`src/rtl/integ_seq.sv`:
```
module integ_seq #(
  parameter int CNT_W  = 21,
  parameter int SET_W  = 16,
  parameter int RES_W  = 24,
  parameter int BYTE_W = 8
) (
  input  logic             clk,
  input  logic             rst_n,
  input  logic             cfg_lo_we,
  input  logic             cfg_hi_we,
  input  logic [BYTE_W-1:0] cfg_wdata,
  input  logic             start_i,
  input  logic [RES_W-1:0] res_data_i,
  input  logic             res_valid_i,
  output logic [RES_W-1:0] data_o,
  output logic             ready_o,
  output logic             busy_o
);
  localparam int FRAC_W = CNT_W - SET_W;
  localparam int CFG_W  = 2 * BYTE_W;

  logic [CFG_W-1:0] cfg_q;
  logic [SET_W-1:0] per_q;
  logic [CNT_W-1:0] cnt_q, cnt_nxt;
  logic [RES_W-1:0] shadow_q, data_q;
  logic             busy_q, ready_q, done;

  assign cnt_nxt = cnt_q + 1'b1;
  assign done    = busy_q && (cnt_nxt[CNT_W-1:FRAC_W] == per_q)
                          && (cnt_nxt[FRAC_W-1:0] == '0);

  always_ff @(posedge clk or negedge rst_n) begin
    if (!rst_n) cfg_q <= '0;
    else begin
      if (cfg_lo_we) cfg_q[BYTE_W-1:0]     <= cfg_wdata;
      if (cfg_hi_we) cfg_q[CFG_W-1:BYTE_W] <= cfg_wdata;
    end
  end

  always_ff @(posedge clk or negedge rst_n) begin
    if (!rst_n) shadow_q <= '0;
    else if (res_valid_i) shadow_q <= res_data_i;
  end

  always_ff @(posedge clk or negedge rst_n) begin
    if (!rst_n) begin
      per_q   <= '0;
      cnt_q   <= '0;
      busy_q  <= 1'b0;
      ready_q <= 1'b0;
      data_q  <= '0;
    end else if (start_i) begin
      per_q   <= cfg_q[SET_W-1:0];
      cnt_q   <= '0;
      busy_q  <= 1'b1;
      ready_q <= 1'b0;
    end else if (done) begin
      busy_q  <= 1'b0;
      ready_q <= 1'b1;
      data_q  <= res_valid_i ? res_data_i : shadow_q;
    end else if (busy_q) begin
      cnt_q <= cnt_nxt;
    end
  end

  assign data_o  = data_q;
  assign ready_o = ready_q;
  assign busy_o  = busy_q;
endmodule


```
`config.mk`:
```
export PLATFORM = sky130hd
export DESIGN_NAME = integ_seq
export DESIGN_NICKNAME = d
export VERILOG_FILES = /design/src/rtl/integ_seq.sv
export SDC_FILE = /design/constraint.sdc
export NUM_CORES = 1
export LEC_CHECK = 0
export BUFFER_PORTS_ARGS = -buffer_cell sky130_fd_sc_hd__buf_4
export CORE_ASPECT_RATIO = 0.9
export CORE_MARGIN = 2
export CORE_UTILIZATION = 50
export CTS_CLUSTER_SIZE = 28
export DETAILED_ROUTE_END_ITERATION = 10
export HOLD_SLACK_MARGIN = 0.1
export PLACE_DENSITY = 0.72
export SYNTH_ARGS = -nofsm -noshare
export SYNTH_HDL_FRONTEND = slang
export SYNTH_SLANG_ARGS = --single-unit
```
`constraint.sdc`:
```
create_clock -name clk -period 3.1 [get_ports clk]
set_clock_uncertainty 0.05 [all_clocks]
set_input_delay 0.31 -clock clk [delete_from_list [all_inputs] [get_ports clk]]
set_output_delay 0.31 -clock clk [all_outputs]
set_load 0.05 [all_outputs]
```
# After elaboration in Yosys (flattened, before gate mapping)
# Index checks and enable logic that the tools add are counted.
# classes
addsub,1
eq_ne,2
mux,8
bitwise,1
n_reduce_logical,7
# ops
cell,n
2-to-1 mux 21 bit,3
2-to-1 mux 24 bit,1
adder 21 x 1 -> 21 bit (second input constant),1
== test 16 bit,1
zero test 5 bit,1
2-to-1 mux 1 bit,4
AND reduction 2 bit,2
nonzero test 2 bit,2
logical AND 1 bit,2
!= test 2 bit (second input constant),1
NOT 1 bit,1
# word_totals
regBits,103
in_bits,38
out_inout_bits,26
word_cells,27

# Logic depth before layout (Yosys ltp)
# Gate-level depths: netlist of the first run.
# logic_depth
depth_word,6
ltp_mapped,11
mapped_depth_nobuf,9

# Worst setup path before layout of the first run
# Ideal clock, no wire load.
# synth_timing
path_type,reg-to-reg
startpoint,reg cnt_q[0]
endpoint,reg data_q[10] (netlist: data_o[10])
setup_ps,125
t_arrival_ps,2695
slack_ps,230
stages_incl_launch_ff,11
n_path_buf,2
synth_period_minus_slack_ps,2870
path_cell_list,dfrtp_1 > ha_1 > and4_1 > buf_2 > nand4_2 > a2111oi_1 > a211oi_2 > nor4_4 > nand3b_4 > buf_6 > mux2_4
# synth_via
elab_chain_cells,5
word_cells_on_any_way,6
classes_between,add/sub: 1; eq/ne: 1; reduce/logical: 4
# synth_rtl
element,line_no,source
"start, declared",24,"logic [CNT_W-1:0] cnt_q, cnt_nxt;"
"start signal, assigned",62,cnt_q <= cnt_nxt;
adder 21 x 1 -> 21 bit (*),28,assign cnt_nxt = cnt_q + 1'b1;
== test 16 bit,29,assign done = busy_q && (cnt_nxt[CNT_W-1:FRAC_W] == per_q)
logical AND 1 bit,29,
logical AND 1 bit (*),30,&& (cnt_nxt[FRAC_W-1:0] == '0);
AND reduction 2 bit (no source line) (*),n/a,
"end signal, assigned",60,data_q <= res_valid_i ? res_data_i : shadow_q;
"end, declared",25,"logic [RES_W-1:0] shadow_q, data_q;"
# Mark *: on every way between the ends. The rest lies on a longest branch, timed or not.
# A chain may end at the register's enable or synchronous reset.

# Worst setup path in the final report of the first run
# layout_timing
startpoint,reg cnt_q[0]
endpoint,reg data_q[5] (netlist: data_o[5])
# Same word-level chain as after synthesis.

==> metrics.yaml, run 1 <==
setup_violations: 0
worstPathMaxFanout: 24
async_flop_share_pct: 100.0
htreeDepth: 3
layout_commonest_cell: "dfrtp_1"
worst_slew_pin_slew_ps: 824.0
synth_top_area_share_pct: 52.47
syn_area_per_cell_um2: 12.69
multi_input_area_um2: 2216
core_area_um2: 9614
vdd.ir_drop.worst_v: 0.0003039
min_path_cells: 2
vias: 3293
power.internal_uw: 1964
setup_ws_ps: 155.4
sw_frac_of_total_pct: 24.73
clock-sinks: 103
final_nets: 498
io_pins: 64
synth_area_leaders: "dfrtp_1 52%, mux2_2 14%, mux2_4 6.1%"
seqCellArea_um2: 2584
synth_seq_cells: 103
synth_edf_count: 0
grt_pass1_wl_um: 17000
cp_cell_sequence: "ha_1, nand4_1, buf_4, nor3_1, buf_4, and2_1, a41oi_1, nor4_2, buf_12, nand3b_4, buf_12, mux2_4"
overflow: 0
grt_pass1_vias: 3393
slew-limit-headroom_pct: 45.06
p_seq_share_pct: 57.0
final-max-slew-violation-count: 0
syn_area_um2: 4912
clkLatencyLatePin_ps: 360
min_path_type: "in -> reg"
startpoint_type: "flip-flop"
die_h_um: 98.03
antenna_cells: 0
clk_pin_slew_ps: 100
synth_compound_area_share_pct: 8.176
synth_top_family_by_area: "multiplexers"
pre_cts_ws_ps: 13.69
critical_path_class: "reg -> reg"
syn-num-nets: 426
status: "finished clean"
syn_to_final_growth_pct: 19.05
cts_buffers: 9
clockRootBuffer: "clkbuf_8"
synth-simple-area-share_pct: 10.70
vias_per_cell: 5.581
yosysSeqAreaShare_pct: 52.47
r2r_setup_slack_ps: 160
die_w_um: 108.5
fin_crit_ps: 2945
fin_crit_sh_pct: 94.99
slowest_stage: "dfrtp_1"
ant_nets: 0
finalPower_uw: 2610
r2r_cells: 12
antenna_found_initial: 0
synthAdderAreaFrac_pct: 0.2547
min_from: "cfg_wdata[4]"
fin_util_pct: 60.83
pwr-share-comb_pct: 10.5
reg2reg_from: "cnt_q[0]"
port_buffers: 63
gp_congestion: 0.8959
worstPathArrival_ps: 3140
drt_first_pass_iters: 4
fp.dieArea_um2: 10630
layout_common_cells: "98 x dfrtp_1, 81 x buf_4, 60 x mux2_2, 21 x xnor2_1, 21 x nor2_1"
end_kind: "flip-flop"
synth_area_leader_cell: "dfrtp_1"
track_usage_pct: 20.34
hpwlAfterDp_um: 7075
wl_um: 9956
yosysUniqueCellTypes: 53
max_stage_delay_ps: 370
placementRows: 34
grt_setup_unrepaired: "false"
p_leak_uw: 0.002651
critPathRequiredTime_ps: 3300
routedWlPerCell_um: 16.87
p_clk_share_pct: 32.5
cts_tree: "done"
cap_violations: 0
ys_warn_count: 0
fill_cells: 817
power.density_nw_per_um2: 446.3
yosys.area_share.xor_xnor_pct: 5.349
whs_ps: 137.1
synthFlopType: "dfrtp_1"
clk_path_buf_depth: 2
initial_utilization_pct: 51.09
synth_cells: 387
fmax_mhz: 339.6
drt_iter0_markers: 178
drive_above_1_share_pct: 43.53
grt_max_degree: 68
switching_power_uw: 645.4
synthMuxAreaShare_pct: 20.07
startpoint: "cnt_q[0]"
hold_violations: 0
drc: 0
[area by class of cell]
cell class,count,area share (%)
flip-flops and latches,103,44.18
well taps,126,2.696
clock buffers,11,2.246
multi-input cells,253,37.89
repair buffers,85,11.45
inverters,7,0.4493
clock inverters,5,1.091
[state kept, by name, indices dropped and copies added, names as in the netlist]
signal and flops:
busy_o 1, cfg_q 16, cnt_q 21, data_o 24, per_q 16, ready_o 1, shadow_q 24
[synth_stat cells, drive strengths merged, types with 4 or more instances]
cell and number:
dfrtp 103, mux2 80, nor2 21, xnor2 21, a211oi 12, a21oi 12, buf 12, clkbuf 12
nand2 12, nand4 10, nand3 9, xor2 9, and3 7, inv 7, a2111oi 6, and4 6
a31o 5, and2 4
[worst max-delay path: cells and delay by family (launching register included)]
family	cells	cell delay [ps]
simple gates	5	990
flops	1	370
fa+ha+maj	1	170
mux	1	300
buf+inv	4	780
compound gates	1	160
[layer usage]
metal  vias up  GRT usage (%)  part of all wire, %
met5         -              0                    0
met4         0          4.734                 0.80
met3         8          5.874                  6.0
met2        84          31.54                   47
met1      1649          28.48                   46
li1       1552              -                    -
[metrics by stage]
| stage | std cells | setup TNS (ps) | cell area [µm²] |
|---|---|---|---|
| global route | 590 | 0 | 5848 |
| detailed placement | 571 | 0 | 5590 |
| global placement | 571 | 0 | 5590 |
| finish | 590 | 0 | 5848 |
| CTS | 588 | -27.64 | 5796 |
| floorplan | 387 | 0 | 4912 |
[final timing paths]
| path | endpoint |
|---|---|
| min in group asynchronous | ready_o |
| max | data_o[5] |
| max reg2reg | data_o[5] |
| min reg2reg | shadow_q[0] |
| max in group asynchronous | shadow_q[14] |
| min | cfg_q[12] |
[timing repair]
item / 4_1_cts / 5_1_grt
endpoints found under the setup margin: 1 / 46
pin swaps: 0 / 3
gates resized for setup: 0 / 12
buffers inserted: 0 / 2
hold endpoints to repair: 65 / 0
hold buffers: 1 / 0
[cells by family after synthesis]
group,Yosys count
simple gates,88
xor+xnor,30
mux,81
buf+inv,31
flops,103
compound gates,53
fa+ha+maj,1
[power groups by stage]
stage / Combinational (µW) / Sequential [µW] / Clock, µW
final: 274 / 1490 / 848
after global routing: 305 / 1500 / 936
after CTS: 278 / 1490 / 887
after detailed placement: 276 / 1510 / 0
after global placement: 267 / 1510 / 0
after floorplan: 179 / 1490 / 0
Note: power is estimated with default switching activity, not from simulation.
==> run 2, diff against run 1 <==
- REMOVE_ABC_BUFFERS: default -> 1
==> run 2 against run 1 <==
Against the previous run:
- clock-buffer cell count decreased by 1
- power decreased by 1.3%
- non-clock buffer count decreased by 2
- utilization decreased by 0.065 points
- flip-flop and latch count unchanged
==> metrics.yaml, run 2 (synthesis gave the netlist of run 1 again) <==
status: "finished clean"
clk_path_buf_depth: 2  # unchanged
fin_util_pct: 60.76  # -0.065 points
critPathRequiredTime_ps: 3310  # about the same
hpwlAfterDp_um: 7078  # about the same
hold_violations: 0  # unchanged
power.internal_uw: 1894  # -3.6%
slew-limit-headroom_pct: 48.92  # +3.9 points
initial_utilization_pct: 51.09  # unchanged
clockRootBuffer: "clkbuf_8"
clock-sinks: 103  # unchanged
htreeDepth: 3  # unchanged
drt_iter0_markers: 138  # -22%
p_clk_share_pct: 31.5  # -1.0 points
cts_tree: "done"
switching_power_uw: 680.4  # +5.4%
worstPathArrival_ps: 3190  # +50 ps
critical_path_class: "reg -> reg"
vias_per_cell: 5.585  # about the same
pwr-share-comb_pct: 10.7  # +0.2 points
fp.dieArea_um2: 10630  # unchanged
vias: 3284  # -0.27%
clk_pin_slew_ps: 110  # about the same
io_pins: 64  # unchanged
min_path_type: "in -> reg"
routedWlPerCell_um: 16.90  # +0.16%
fin_crit_ps: 2978  # +32.96 ps
grt_pass1_wl_um: 16660  # -2.0%
die_w_um: 108.5  # unchanged
overflow: 0  # unchanged
grt_pass1_vias: 3363  # -0.88%
cts_buffers: 9  # unchanged
sw_frac_of_total_pct: 26.42  # +1.7 points
end_kind: "flip-flop"
p_leak_uw: 0.002642  # -0.34%
drive_above_1_share_pct: 42.42  # -1.1 points
final_cells: 588  # -0.34%
startpoint_type: "flip-flop"
core_area_um2: 9614  # unchanged
power.density_nw_per_um2: 440.7  # -1.2%
port_buffers: 63  # unchanged
dp_cells: 563  # -1.4%
dpl_cell_area_um2: 5530  # -1.1%
design_area_um2: 5842  # -0.11%
gp_congestion: 0.8857  # -1.1%
drc: 0  # unchanged
worstPathMaxFanout: 24  # unchanged
final_nets: 496  # -0.40%
p_seq_share_pct: 57.8  # +0.8 points
drt_first_pass_iters: 4  # unchanged
fin_crit_sh_pct: 96.05  # +1.1 points
cap_violations: 0  # unchanged
vdd.ir_drop.worst_v: 0.0002607  # -14%
ant_nets: 0  # unchanged
setup_violations: 0  # unchanged
worst_slew_pin_slew_ps: 766.2  # -57.83 ps
grt_max_degree: 63  # -7.4%
layout_common_cells: "102 x dfrtp_1, 76 x buf_4, 60 x mux2_2, 21 x xnor2_1, 21 x nor2_1"
fmax_mhz: 335.8  # -1.1%
clkLatencyLatePin_ps: 370  # about the same
antenna_found_initial: 0  # unchanged
final-max-slew-violation-count: 0  # unchanged
antenna_cells: 0  # unchanged
syn_to_final_growth_pct: 18.93
placementRows: 34  # unchanged
wl_um: 9938  # -0.18%
whs_ps: 122.4  # -14.69 ps
track_usage_pct: 20.07  # -0.27 points
die_h_um: 98.03  # unchanged
layout_commonest_cell: "dfrtp_1"
[run 2: cell types whose count changed in the layout (fill, tap and decap cells not counted), moves of 2 or more]
cell / before / now
dfrtp_1: 98 / 102
dfrtp_2: 5 / 1
a211oi_2: 1 / 3
buf_4: 81 / 76
dlygate4sd3_1: 1 / 5
a211oi_1: 11 / 9
a2111oi_0: 3 / 1
[run 2: metrics by stage]
step           setup TNS (ps)  setup slack, ps  power [µW]
6_report                    0            122.5        2575
5_1_grt                -9.723           -4.120        2697
4_1_cts                     0            36.97        2598
3_5_place_dp                0            51.25        1786
3_3_place_gp                0            148.9        1770
2_1_floorplan           -6767           -267.7        1654
[run 2: power groups by stage]
stage,registers [µW],clock network (µW),logic [µW]
after floorplan,1490,0,163
after global placement,1510,0,260
after detailed placement,1520,0,271
after CTS,1490,836,273
after global routing,1500,893,304
final,1490,811,275
[run 2: critical path, stage by stage, from the launching register on]
cell,delay [ps]
dfrtp_1,440
ha_1,210
nand4_1,220
or3_1,420
a221oi_2,280
o221ai_2,160
nor4_4,300
buf_4,190
nand3b_4,80
buf_12,170
mux2_4,310
[run 2: repair_timing]
item / CTS / global route
hold buffers: 1 / 4
gates resized for setup: 0 / 12
endpoints found under the setup margin: 0 / 46
buffers inserted: 0 / 4
hold endpoints to repair: 61 / 4
[run 2: final timing paths]
check | from | to | slack [ps] | cells past startpoint
worst max-delay path | cnt_q[0] | data_o[22] | 120 | 10
worst min-delay path | cfg_wdata[3] | cfg_q[11] | 120 | 2
worst max register to register | cnt_q[0] | data_o[22] | 120 | 10
worst min register to register | shadow_q[19] | shadow_q[19] | 460 | 1
max in group asynchronous | rst_n | data_o[22] | 1800 | 3
min in group asynchronous | rst_n | shadow_q[21] | 510 | 2
[run 2: cell type report]
cell class	count	area, µm²
Fill cell	792	3772
Sequential cell	103	2579
Multi-Input combinational cell	253	2233
Timing Repair Buffer	83	660.6
Tap cell	126	157.7
Clock buffer	10	127.6
Clock inverter	6	57.56
Inverter	7	26.28
[run 2: metal layers]
layer / wire (µm) / up-vias / global-route usage (%)
li1: - / 1541 / -
met1: 4550 / 1636 / 28.17
met2: 4632 / 94 / 30.53
met3: 614 / 13 / 6.208
met4: 140 / 0 / 5.128
met5: 0 / - / 0
==> run 3, diff against run 2 <==
- ABC_AREA: default -> 1
==> run 3 against run 2 <==
Against the previous run:
- register-to-register slack improved by 220 ps
- critical path depth rose by 5
- routed wire length rose by 12%
- first-iteration DRC count rose by 89%
- fmax rose by 8.1%
- largest power group unchanged
==> metrics.yaml, run 3 <==
status: "finished clean"
critical_path_class: "reg -> reg"
vdd.ir_drop.worst_v: 0.0003438  # +32%
track_usage_pct: 22.99  # +2.9 points
synth_seq_cells: 103  # unchanged
final-max-slew-violation-count: 0  # unchanged
ys_warn_count: 0  # unchanged
drt_iter0_markers: 261  # +89%
synth_top_area_share_pct: 52.74  # +0.27 points
synth_edf_count: 0  # unchanged
grt_pass1_wl_um: 19090  # +15%
synth_area_leader_cell: "dfrtp_1"
gp_congestion: 0.9663  # +9.1%
yosysSeqAreaShare_pct: 52.74  # +0.27 points
io_pins: 64  # unchanged
synthFlopType: "dfrtp_1"
synth.most_common_cell: "nand2_1"
drive_above_1_share_pct: 15.60  # -27 points
grt_setup_unrepaired: "false"
port_buffers: 63  # unchanged
layout_commonest_cell: "nand2_1"
critPathRequiredTime_ps: 3320  # about the same
layout_common_cells: "248 x nand2_1, 103 x dfrtp_1, 67 x inv_1, 66 x buf_4, 44 x nand3_1"
whs_ps: 111.3  # -11.15 ps
wl_um: 11160  # +12%
p_leak_uw: 0.003025  # +15%
clock-sinks: 103  # unchanged
drt_first_pass_iters: 5  # +1
fin_util_pct: 61.71  # +0.95 points
grt_max_degree: 69  # +9.5%
fin_tns_setup_ps: 0  # unchanged
syn_to_final_growth_pct: 20.87
clkLatencyLatePin_ps: 380  # about the same
clk_pin_slew_ps: 100  # about the same
fin_crit_ps: 2756  # -221.9 ps
startpoint_type: "flip-flop"
fin_crit_sh_pct: 88.89  # -7.2 points
final_nets: 739  # +49%
die_h_um: 97.79  # -0.24%
vias_per_cell: 5.008  # -10%
end_kind: "flip-flop"
slew-limit-headroom_pct: 44.33  # -4.6 points
antenna_cells: 0  # unchanged
worstPathMaxFanout: 56  # +130%
drc: 0  # unchanged
final_cells: 831  # +41%
synth_cells: 624  # +61%
overflow: 0  # unchanged
clockRootBuffer: "clkbuf_8"
initial_utilization_pct: 51.06  # about the same
cts_buffers: 9  # unchanged
hold_violations: 0  # unchanged
synth_area_leaders: "dfrtp_1 53%, nand2_1 19%, inv_1 5.1%"
yosysUniqueCellTypes: 24  # -55%
core_area_um2: 9572  # -0.44%
fmax_mhz: 362.9  # +8.1%
placementRows: 34  # unchanged
async_flop_share_pct: 100.0  # unchanged
fp.dieArea_um2: 10580  # -0.49%
clk_path_buf_depth: 2  # unchanged
die_w_um: 108.2  # -0.24%
routedWlPerCell_um: 13.43  # -21%
synth_common_cells: "248 x nand2_1, 103 x dfrtp_1, 67 x inv_1, 44 x nand3_1, 40 x nor2_1"
syn_area_per_cell_um2: 7.832  # -38%
power.density_nw_per_um2: 462.6  # +5.0%
setup_violations: 0  # unchanged
grt_pass1_vias: 3972  # +18%
cts_tree: "done"
syn_area_um2: 4887  # -0.51%
hpwlAfterDp_um: 7815  # +10%
min_path_type: "in -> reg"
ant_nets: 0  # unchanged
dp_cells: 793  # +41%
antenna_found_initial: 0  # unchanged
worst_slew_pin_slew_ps: 835.0  # +68.82 ps
worstPathArrival_ps: 2970  # -220 ps
htreeDepth: 3  # unchanged
vias: 4162  # +27%
cap_violations: 0  # unchanged
finalPower_uw: 2733  # +6.1%
==> run 3: changes by cell type after synthesis, sizes merged, moves of 7 or more <==
cell / before / now
a21oi: 12 / 3
xnor2: 21 / 1
nand2: 12 / 251
and3: 7 / 0
inv: 7 / 68
nand3: 9 / 45
nor2: 21 / 48
xor2: 9 / 2
o21ai: 2 / 44
mux2: 80 / 14
a211oi: 12 / 0
==> run 3: cell families (layout without fill, tap and decap cells) <==
logic type,Yosys count,after routing,synth area share (%)
AOI/OAI and AO/OA,49,49,5.120
buffers and inverters,92,173,7.527
xor gates and xnor gates,3,3,0.5377
adders and majority gates,1,1,0.2560
and+or+nand+nor,362,362,30.59
DFF,103,103,52.74
muxes,14,14,3.226
==> run 3: stage by stage <==
step           setup slack (ps)  cell area, µm²
5_1_grt                   62.25            5907
2_1_floorplan             127.4            4775
6_report                  344.4            5907
3_3_place_gp              403.7            5435
3_5_place_dp              300.0            5435
4_1_cts                   302.2            5898
==> run 3: area by class of cell <==
type / count / area, µm²
Fill cell: 878 / 3665
Sequential cell: 103 / 2577
Multi-Input combinational cell: 429 / 1947
Timing Repair Buffer: 89 / 726.9
Inverter: 68 / 255.2
Tap cell: 126 / 157.7
Clock buffer: 10 / 127.6
Clock inverter: 6 / 115.1
==> run 3: report_power, final <==
part	switching, µW	internal, µW
Sequential	40.3	1420
Clock	467	544
Combinational	149	114
==> run 3: worst paths after layout <==
check                           slack (ps)            from      endpoint  depth (start not counted)
min in group asynchronous              520           rst_n     data_o[3]                          2
worst max register to register         340        cnt_q[0]      cnt_q[0]                         15
worst min-delay path                   110  res_data_i[20]  shadow_q[20]                          3
max in group asynchronous             1680           rst_n      cnt_q[2]                          3
worst min register to register         420    shadow_q[23]  shadow_q[23]                          2
worst max-delay path                   340        cnt_q[0]      cnt_q[0]                         15
==> run 3: routing by layer <==
layer  track usage, %  vias up  part of all wire, %
li1                 -     2092                    -
met4            6.016        0                  1.3
met1            33.55     1959                   47
met3            5.207       15                  5.3
met2            34.98       96                   46
met5                0        -                    0
==> run 3: repair_timing <==
item	4_1_cts	5_1_grt
gates resized for setup	0	2
endpoints found under the setup margin	0	11
buffers inserted	0	0
hold buffers	22	0
hold endpoints to repair	89	0
==> run 3: worst max-delay path, cell delays in order, from the launching register on <==
cell,delay [ps]
dfrtp_1,420
ha_1,240
nand3_1,150
nor2_1,230
nand3_1,100
nand2_1,70
nand2_1,120
nand2_1,90
nand2_1,50
nor2_1,150
nand3_1,110
nor2_2,150
nand3_2,200
buf_6,310
nand3_1,120
nand2_1,60
